[config.mk]
export PLATFORM = sky130hd
export DESIGN_NAME = cbcmac_ctrl
export DESIGN_NICKNAME = d
export VERILOG_FILES = /design/src/rtl/cbcmac_pkg.sv /design/src/rtl/cbcmac_keyctl.sv /design/src/rtl/cbcmac_datapath.sv /design/src/rtl/cbcmac_ctrl.sv
export SDC_FILE = /design/constraint.sdc
export NUM_CORES = 1
export LEC_CHECK = 0
export ABC_AREA = 1
export BUFFER_PORTS_ARGS = -buffer_cell sky130_fd_sc_hd__clkbuf_2
export CORE_AREA = 4 4 208 210
export CTS_BUF_LIST = sky130_fd_sc_hd__clkbuf_4 sky130_fd_sc_hd__clkbuf_8 sky130_fd_sc_hd__clkbuf_16
export DETAILED_ROUTE_END_ITERATION = 8
export DIE_AREA = 0 0 212 214
export PLACE_DENSITY = 0.74
export SYNTH_ARGS = -nofsm -noshare
export SYNTH_HDL_FRONTEND = slang
export SYNTH_SLANG_ARGS = --single-unit
[constraint.sdc]
create_clock -name clk -period 7.87 [get_ports clk]
set_clock_uncertainty 0.1 [all_clocks]
set_input_delay 0.787 -clock clk [delete_from_list [all_inputs] [get_ports clk]]
set_output_delay 0.787 -clock clk [all_outputs]
set_load 0.02 [all_outputs]
[src/rtl/cbcmac_pkg.sv]
package cbcmac_pkg;
  localparam int unsigned WORD_W    = 32;
  localparam int unsigned BLK_WORDS = 4;
  localparam int unsigned BLK_W     = WORD_W * BLK_WORDS;
  localparam int unsigned BLK_BYTES = BLK_W / 8;

  typedef enum logic [1:0] {
    DP_IDLE    = 2'd0,
    DP_COLLECT = 2'd1,
    DP_CIPHER  = 2'd2
  } dp_state_e;

  localparam logic [4:0] A_SEL   = 5'd0;
  localparam logic [4:0] A_KEY   = 5'd1;
  localparam logic [4:0] A_ISTAT = 5'd2;
  localparam logic [4:0] A_ICLR  = 5'd3;
  localparam logic [4:0] A_CTRL  = 5'd4;
  localparam logic [4:0] A_LENLO = 5'd5;
  localparam logic [4:0] A_LENHI = 5'd6;
  localparam logic [2:0] A_IV_HI  = 3'b010;
  localparam logic [2:0] A_TAG_HI = 3'b011;
  localparam logic [4:0] A_TAG_LAST = 5'd15;

  localparam logic [31:0] SEL_STREAM = 32'h0000_0002;

  // keep the n lowest bytes of a word, clear the rest
  function automatic logic [WORD_W-1:0] keep_bytes(logic [WORD_W-1:0] w, logic [2:0] n);
    logic [WORD_W-1:0] r;
    r = '0;
    for (int i = 0; i < 4; i++) begin
      if (i < int'(n)) r[8*i +: 8] = w[8*i +: 8];
    end
    return r;
  endfunction

  // true when a byte count is not a whole number of blocks
  function automatic logic misaligned(logic [3:0] low_bits);
    return |low_bits;
  endfunction
endpackage

[src/rtl/cbcmac_keyctl.sv]
module cbcmac_keyctl #(
  parameter int unsigned AREA_W = 4
) (
  input  logic              clk,
  input  logic              rst_n,
  input  logic              load_wr,
  input  logic [AREA_W-1:0] area_in,
  input  logic              key_done,
  input  logic              key_err,
  output logic              key_start,
  output logic [AREA_W-1:0] key_area,
  output logic              busy,
  output logic              fail_evt
);
  logic              busy_q;
  logic [AREA_W-1:0] area_q;

  assign key_start = load_wr && !busy_q;
  assign fail_evt  = busy_q && key_done && key_err;
  assign busy      = busy_q;
  assign key_area  = area_q;

  always_ff @(posedge clk) begin
    if (!rst_n) begin
      busy_q <= 1'b0;
      area_q <= '0;
    end else if (key_start) begin
      busy_q <= 1'b1;
      area_q <= area_in;
    end else if (busy_q && key_done) begin
      busy_q <= 1'b0;
    end
  end

  p_key_busy_r3: assert property (@(posedge clk) disable iff (!rst_n)
    key_start |=> busy);
  p_key_release_r3: assert property (@(posedge clk) disable iff (!rst_n)
    (busy && key_done) |=> !busy);
endmodule

[src/rtl/cbcmac_datapath.sv]
module cbcmac_datapath
  import cbcmac_pkg::*;
#(
  parameter int unsigned LEN_W = 40
) (
  input  logic              clk,
  input  logic              rst_n,
  input  logic              path_en,
  input  logic              start,
  input  logic              final_part,
  input  logic [LEN_W-1:0]  length,
  input  logic              iv_wr,
  input  logic [1:0]        iv_idx,
  input  logic [WORD_W-1:0] iv_data,
  input  logic              dma_valid,
  input  logic [WORD_W-1:0] dma_data,
  input  logic              dma_last,
  output logic              dma_ready,
  output logic              ciph_req,
  output logic [BLK_W-1:0]  ciph_data,
  input  logic              ciph_ack,
  input  logic [BLK_W-1:0]  ciph_result,
  output logic [BLK_W-1:0]  chain,
  output logic              ok_evt,
  output logic              err_evt
);
  dp_state_e         st_q;
  logic [LEN_W-1:0]  rem_q;
  logic [1:0]        widx_q;
  logic [BLK_W-1:0]  blk_q;
  logic [BLK_W-1:0]  chain_q;

  logic              take;
  logic [2:0]        nbytes;
  logic [LEN_W-1:0]  rem_next;
  logic [WORD_W-1:0] word_m;
  logic              blk_done;
  logic              early_end;
  logic              idle;
  logic              start_bad;
  logic              start_empty;
  logic              last_ack;

  assign idle        = (st_q == DP_IDLE);
  assign dma_ready   = (st_q == DP_COLLECT) && path_en;
  assign take        = dma_valid && dma_ready;
  assign nbytes      = (rem_q >= LEN_W'(4)) ? 3'd4 : rem_q[2:0];
  assign rem_next    = rem_q - LEN_W'(nbytes);
  assign word_m      = keep_bytes(dma_data, nbytes);
  assign blk_done    = (widx_q == 2'd3) || (rem_next == '0);
  assign early_end   = take && dma_last && (rem_next != '0);
  assign start_bad   = start && idle && !final_part && misaligned(length[3:0]);
  assign start_empty = start && idle && !start_bad && (length == '0);
  assign last_ack    = (st_q == DP_CIPHER) && ciph_ack && (rem_q == '0);

  assign ciph_req  = (st_q == DP_CIPHER);
  assign ciph_data = chain_q ^ blk_q;
  assign chain     = chain_q;
  assign ok_evt    = last_ack || start_empty;
  assign err_evt   = start_bad || early_end;

  always_ff @(posedge clk) begin
    if (!rst_n) begin
      st_q    <= DP_IDLE;
      rem_q   <= '0;
      widx_q  <= '0;
      blk_q   <= '0;
      chain_q <= '0;
    end else begin
      unique case (st_q)
        DP_IDLE: begin
          if (iv_wr) chain_q[int'(iv_idx)*WORD_W +: WORD_W] <= iv_data;
          if (start && !start_bad && !start_empty) begin
            st_q   <= DP_COLLECT;
            rem_q  <= length;
            widx_q <= '0;
            blk_q  <= '0;
          end
        end
        DP_COLLECT: begin
          if (take) begin
            blk_q[int'(widx_q)*WORD_W +: WORD_W] <= word_m;
            rem_q  <= rem_next;
            widx_q <= widx_q + 2'd1;
            if (early_end)     st_q <= DP_IDLE;
            else if (blk_done) st_q <= DP_CIPHER;
          end
        end
        DP_CIPHER: begin
          if (ciph_ack) begin
            chain_q <= ciph_result;
            blk_q   <= '0;
            widx_q  <= '0;
            st_q    <= (rem_q == '0) ? DP_IDLE : DP_COLLECT;
          end
        end
        default: st_q <= DP_IDLE;
      endcase
    end
  end

  p_stall_r12: assert property (@(posedge clk) disable iff (!rst_n)
    ciph_req |-> !dma_ready);
  p_req_hold_r12: assert property (@(posedge clk) disable iff (!rst_n)
    (ciph_req && !ciph_ack) |=> (ciph_req && $stable(ciph_data)));
  p_bad_start_idle_r11: assert property (@(posedge clk) disable iff (!rst_n)
    start_bad |=> !dma_ready);
  p_early_end_r10: assert property (@(posedge clk) disable iff (!rst_n)
    early_end |=> (!dma_ready && !ciph_req));
endmodule

[src/rtl/cbcmac_ctrl.sv]
module cbcmac_ctrl
  import cbcmac_pkg::*;
#(
  parameter int unsigned LEN_W  = 40,
  parameter int unsigned AREA_W = 4
) (
  input  logic              clk,
  input  logic              rst_n,
  input  logic              reg_wr,
  input  logic              reg_rd,
  input  logic [4:0]        reg_addr,
  input  logic [31:0]       reg_wdata,
  output logic [31:0]       reg_rdata,
  output logic              key_start,
  output logic [AREA_W-1:0] key_area,
  input  logic              key_done,
  input  logic              key_err,
  input  logic              dma_valid,
  input  logic [31:0]       dma_data,
  input  logic              dma_last,
  output logic              dma_ready,
  output logic              ciph_req,
  output logic [127:0]      ciph_data,
  input  logic              ciph_ack,
  input  logic [127:0]      ciph_result
);
  localparam int unsigned HI_W = LEN_W - 32;

  logic [31:0]      sel_q;
  logic [31:0]      lenlo_q;
  logic [HI_W-1:0]  lenhi_q;
  logic             final_q;
  logic             irq_done_q, irq_kerr_q, irq_err_q, ctx_q;

  logic             path_en;
  logic             wr_sel, wr_key, wr_iclr, wr_ctrl, wr_lo, wr_hi, wr_iv;
  logic             rd_tag_last;
  logic [LEN_W-1:0] run_len;
  logic [BLK_W-1:0] chain;
  logic             dp_ok, dp_err, key_busy, key_fail;

  assign wr_sel      = reg_wr && (reg_addr == A_SEL);
  assign wr_key      = reg_wr && (reg_addr == A_KEY);
  assign wr_iclr     = reg_wr && (reg_addr == A_ICLR);
  assign wr_ctrl     = reg_wr && (reg_addr == A_CTRL);
  assign wr_lo       = reg_wr && (reg_addr == A_LENLO);
  assign wr_hi       = reg_wr && (reg_addr == A_LENHI);
  assign wr_iv       = reg_wr && (reg_addr[4:2] == A_IV_HI);
  assign rd_tag_last = reg_rd && (reg_addr == A_TAG_LAST);
  assign path_en     = (sel_q == SEL_STREAM);
  assign run_len     = {reg_wdata[HI_W-1:0], lenlo_q};

  cbcmac_keyctl #(.AREA_W(AREA_W)) u_key (
    .clk(clk), .rst_n(rst_n), .load_wr(wr_key), .area_in(reg_wdata[AREA_W-1:0]),
    .key_done(key_done), .key_err(key_err), .key_start(key_start),
    .key_area(key_area), .busy(key_busy), .fail_evt(key_fail)
  );

  cbcmac_datapath #(.LEN_W(LEN_W)) u_dp (
    .clk(clk), .rst_n(rst_n), .path_en(path_en), .start(wr_hi),
    .final_part(final_q), .length(run_len), .iv_wr(wr_iv),
    .iv_idx(reg_addr[1:0]), .iv_data(reg_wdata), .dma_valid(dma_valid),
    .dma_data(dma_data), .dma_last(dma_last), .dma_ready(dma_ready),
    .ciph_req(ciph_req), .ciph_data(ciph_data), .ciph_ack(ciph_ack),
    .ciph_result(ciph_result), .chain(chain), .ok_evt(dp_ok), .err_evt(dp_err)
  );

  always_ff @(posedge clk) begin
    if (!rst_n) begin
      sel_q      <= '0;
      lenlo_q    <= '0;
      lenhi_q    <= '0;
      final_q    <= 1'b0;
      irq_done_q <= 1'b0;
      irq_kerr_q <= 1'b0;
      irq_err_q  <= 1'b0;
      ctx_q      <= 1'b0;
    end else begin
      if (wr_sel)  sel_q   <= reg_wdata;
      if (wr_lo)   lenlo_q <= reg_wdata;
      if (wr_hi)   lenhi_q <= reg_wdata[HI_W-1:0];
      if (wr_ctrl) final_q <= reg_wdata[0];

      if (dp_ok || dp_err)                irq_done_q <= 1'b1;
      else if (wr_iclr && reg_wdata[0])   irq_done_q <= 1'b0;
      if (key_fail)                       irq_kerr_q <= 1'b1;
      else if (wr_iclr && reg_wdata[29])  irq_kerr_q <= 1'b0;
      if (dp_err)                         irq_err_q  <= 1'b1;
      else if (wr_iclr && reg_wdata[31])  irq_err_q  <= 1'b0;
      if (dp_ok)                          ctx_q      <= 1'b1;
      else if (rd_tag_last)               ctx_q      <= 1'b0;
    end
  end

  always_comb begin
    reg_rdata = '0;
    if (reg_addr[4:2] == A_TAG_HI) begin
      reg_rdata = chain[int'(reg_addr[1:0])*WORD_W +: WORD_W];
    end else begin
      unique case (reg_addr)
        A_SEL:   reg_rdata = sel_q;
        A_KEY:   reg_rdata = {key_busy, {(31-AREA_W){1'b0}}, key_area};
        A_ISTAT: reg_rdata = {irq_err_q, 1'b0, irq_kerr_q, 28'd0, irq_done_q};
        A_CTRL:  reg_rdata = {1'b0, ctx_q, 29'd0, final_q};
        A_LENLO: reg_rdata = lenlo_q;
        A_LENHI: reg_rdata = 32'(lenhi_q);
        default: reg_rdata = '0;
      endcase
    end
  end

  p_gated_r2: assert property (@(posedge clk) disable iff (!rst_n)
    !path_en |-> !dma_ready);
  p_done_sets_r8: assert property (@(posedge clk) disable iff (!rst_n)
    (dp_ok || dp_err) |=> irq_done_q);
  p_ctx_clear_r9: assert property (@(posedge clk) disable iff (!rst_n)
    (rd_tag_last && !dp_ok) |=> !ctx_q);
  p_err_no_ctx_r10: assert property (@(posedge clk) disable iff (!rst_n)
    dp_err |-> !dp_ok);
  p_kerr_sets_r4: assert property (@(posedge clk) disable iff (!rst_n)
    key_fail |=> irq_kerr_q);
endmodule

==> qor.yml <==
synth:
  yosys.area.top_type: "dfxtp_1"
  ys_seq_area_share_pct: 37.5
  synth_seq_cells: 382
  netlist.area_leader.share_pct: 37.5
  async_reset_ff_share_pct: 0
  synth_cells: 2932
  synth_cell_types: 50
  yosys_warnings: 0
  synth_fp_nets: 3150
  synthTopCellsByCount: "a21oi_1, nand2_1, dfxtp_1"
  synthesis.area_um2: 20400
  ys.flop_type: "dfxtp_1"
  synth_edf_count: 0
  yosysMostFrequentCell: "a21oi_1"
  ys_top_cells_by_area: "dfxtp_1, a21oi_1, o21ai_0, nand2_1, xor2_1"
  avgSynthCellArea_um2: 6.96
clock_network:
  cts_buffers: 44
  cts.path.max_buffers: 3
  clk_latency_ns: 0.58
  cts_setup_buffers: 0
  cts_root_buffer: "clkbuf_16"
  cts-hold-fix-buffers: 0
  htree_levels: 2
  clk_pin_slew_ns: 0.06
  cts_sinks: 382
  cts-resized-gates: 0
  cts_tree: "built"
grt:
  grt_max_degree: 217
  grt_usage_pct: 37.2
  antenna_found_initial: 6
  grt_first_pass_wirelength_mm: 130
  grt_pass1_vias: 20590
  gr-total-overflow: 0
placement:
  placedCellCount: 3664
  place_congestion: 1.00
  dp_hpwl_mm: 66.2
  port_buffers: 372
  pre_cts_ws_ns: 1.97
  placed_cell_area_um2: 22400
setup_path:
  end_kind: "output pin"
  critical_path_class: "input pin to output pin"
  cp_data_required_time_ns: 6.98
  worst-path-max-fanout: 66
  arrival_ns: 5.11
  cp-start-kind: "input pin"
run_status:
  status: "complete, no violations"
final_layout:
  drive_gt1_share_pct: 17.6
  postLayoutCoreUtil_pct: 57.6
  regArea_um2: 7650
  fillers: 4052
  finalNonFillerCells: 3749
  syn_to_final_growth_pct: 17.2
  multi_input_area_um2: 11000
  nets: 3389
  stdcell_area_um2: 23900
timing:
  fin_crit_ns: 6.00
  setup_tns_ns: 0
  drv_slew: 0
  tightest_slew_ns: 1.23
  fin_crit_sh_pct: 76.2
  clock.fmax_ghz: 0.167
  setup_viol: 0
  hold_viol_final: 0
  worst_slack_ns: 1.87
  relSlewSlack_pct: 17.7
  rsz0062_at_grt: "no"
floorplan:
  io_pins: 373
  dieArea_um2: 45400
  core_area_um2: 41600
  rows: 75
  die_height_um: 214
  initial_core_util_pct: 49.1
  die_x_um: 212
drt:
  antenna_left: 0
  dr.first_iter.drc_count: 2947
  wire_per_inst_um: 23.6
  viasPerCell: 5.99
  drcViolationCount: 0
  detailroute.via_count: 22469
  drt_wl_total_mm: 88.4
  drt_pass1_iterations: 6
worst_hold_path:
  hp-class: "input pin to register"
power_and_ir_drop:
  p_leak_nw: 10.5
  powerDensity_nw_per_um2: 369
  irDropWorstVdd_uv: 205
run:
  drv_cap: 0
-- state kept, by name, summed over array words and instances (netlist names) --
| name | flops |
|---|---|
| ctx_q | 1 |
| final_q | 1 |
| irq_done_q | 1 |
| irq_err_q | 1 |
| irq_kerr_q | 1 |
| lenhi_q | 8 |
| lenlo_q | 32 |
| sel_q | 32 |
| u_dp.blk_q | 128 |
| u_dp.chain | 128 |
| u_dp.rem_q | 40 |
| u_dp.st_q | 2 |
| u_dp.widx_q | 2 |
| u_key.busy | 1 |
| u_key.key_area | 4 |
-- critical path: stages --
cell,delay [ns]
buf_2,0.09
buf_4,0.38
inv_2,0.18
buf_4,0.36
ha_1,0.31
buf_4,0.22
inv_1,0.43
nor2_1,0.17
nand2_1,0.76
inv_1,0.58
a221oi_1,0.41
o2111ai_1,0.17
clkbuf_2,0.19
-- per-stage QoR --
stage / power, mW / hold slack (ns)
after floorplan: 5.24 / 0.335
after global placement: 6.57 / 0.344
after detailed placement: 6.58 / 0.348
after CTS: 8.76 / 0.343
after global routing: 9.29 / 0.369
final: 8.84 / 0.357
-- where the power goes --
group | switching [mW] | total (mW) | internal (mW)
clock | 0.877 | 2.19 | 1.31
combinational | 2.91 | 4.03 | 1.12
sequential | 0.364 | 2.62 | 2.26
-- layout by cell type (no fill, tap or decap), drive strengths merged, types with 14 or more instances in the layout --
| master | count |
|---|---|
| a221o | 16 |
| a211oi | 15 |
| or2 | 33 |
| dfxtp | 382 |
| nand3 | 134 |
| o221ai | 21 |
| a221oi | 29 |
| inv | 265 |
| buf | 30 |
| nor4 | 14 |
| xor2 | 131 |
| nor2 | 250 |
| nand4 | 25 |
| clkbuf | 438 |
| o21ai | 370 |
| a31oi | 33 |
| a21oi | 464 |
| nor3 | 49 |
| nand2 | 426 |
-- area by class of cell --
cell class	instances	share of cell area (%)
Sequential cell	382	32.0
Clock inverter	13	0.633
Timing Repair Buffer	400	8.74
Antenna cell	4	0.0418
Inverter	268	4.21
Multi-Input combinational cell	2075	45.8
Clock buffer	68	5.79
Tap cell	539	2.82
-- metal layers --
| metal | track usage (%) | routed length [um] | up-vias |
|---|---|---|---|
| met5 | 0 | 40 | - |
| met4 | 16.2 | 4240 | 6 |
| met3 | 7.79 | 9930 | 200 |
| met2 | 55.6 | 38500 | 1426 |
| met1 | 51.9 | 35700 | 10437 |
| li1 | - | - | 10400 |
-- cell families after synthesis --
| group | count (synthesis) | share of synthesized area [%] |
|---|---|---|
| AO/OA/AOI/OAI | 979 | 26.6 |
| AND/OR/NAND/NOR | 946 | 20.2 |
| buffers and inverters | 475 | 9.15 |
| flip-flops | 382 | 37.5 |
| XOR/XNOR | 137 | 5.88 |
| adder cells (fa/ha/maj) | 12 | 0.735 |
| other | 1 | 0.0184 |
-- path summary, 6_finish.rpt --
path / start / end / slack [ns] / depth (start not counted)
max: reg_addr[0] / reg_rdata[0] / 1.87 / 13
min: ciph_result[66] / u_dp.chain[66] / 0.36 / 3
max reg2reg: u_dp.rem_q[6] / u_dp.blk_q[37] / 3.78 / 12
min reg2reg: u_dp.blk_q[76] / u_dp.blk_q[76] / 0.36 / 2
No activity file was read; power rests on OpenSTA's default activity.
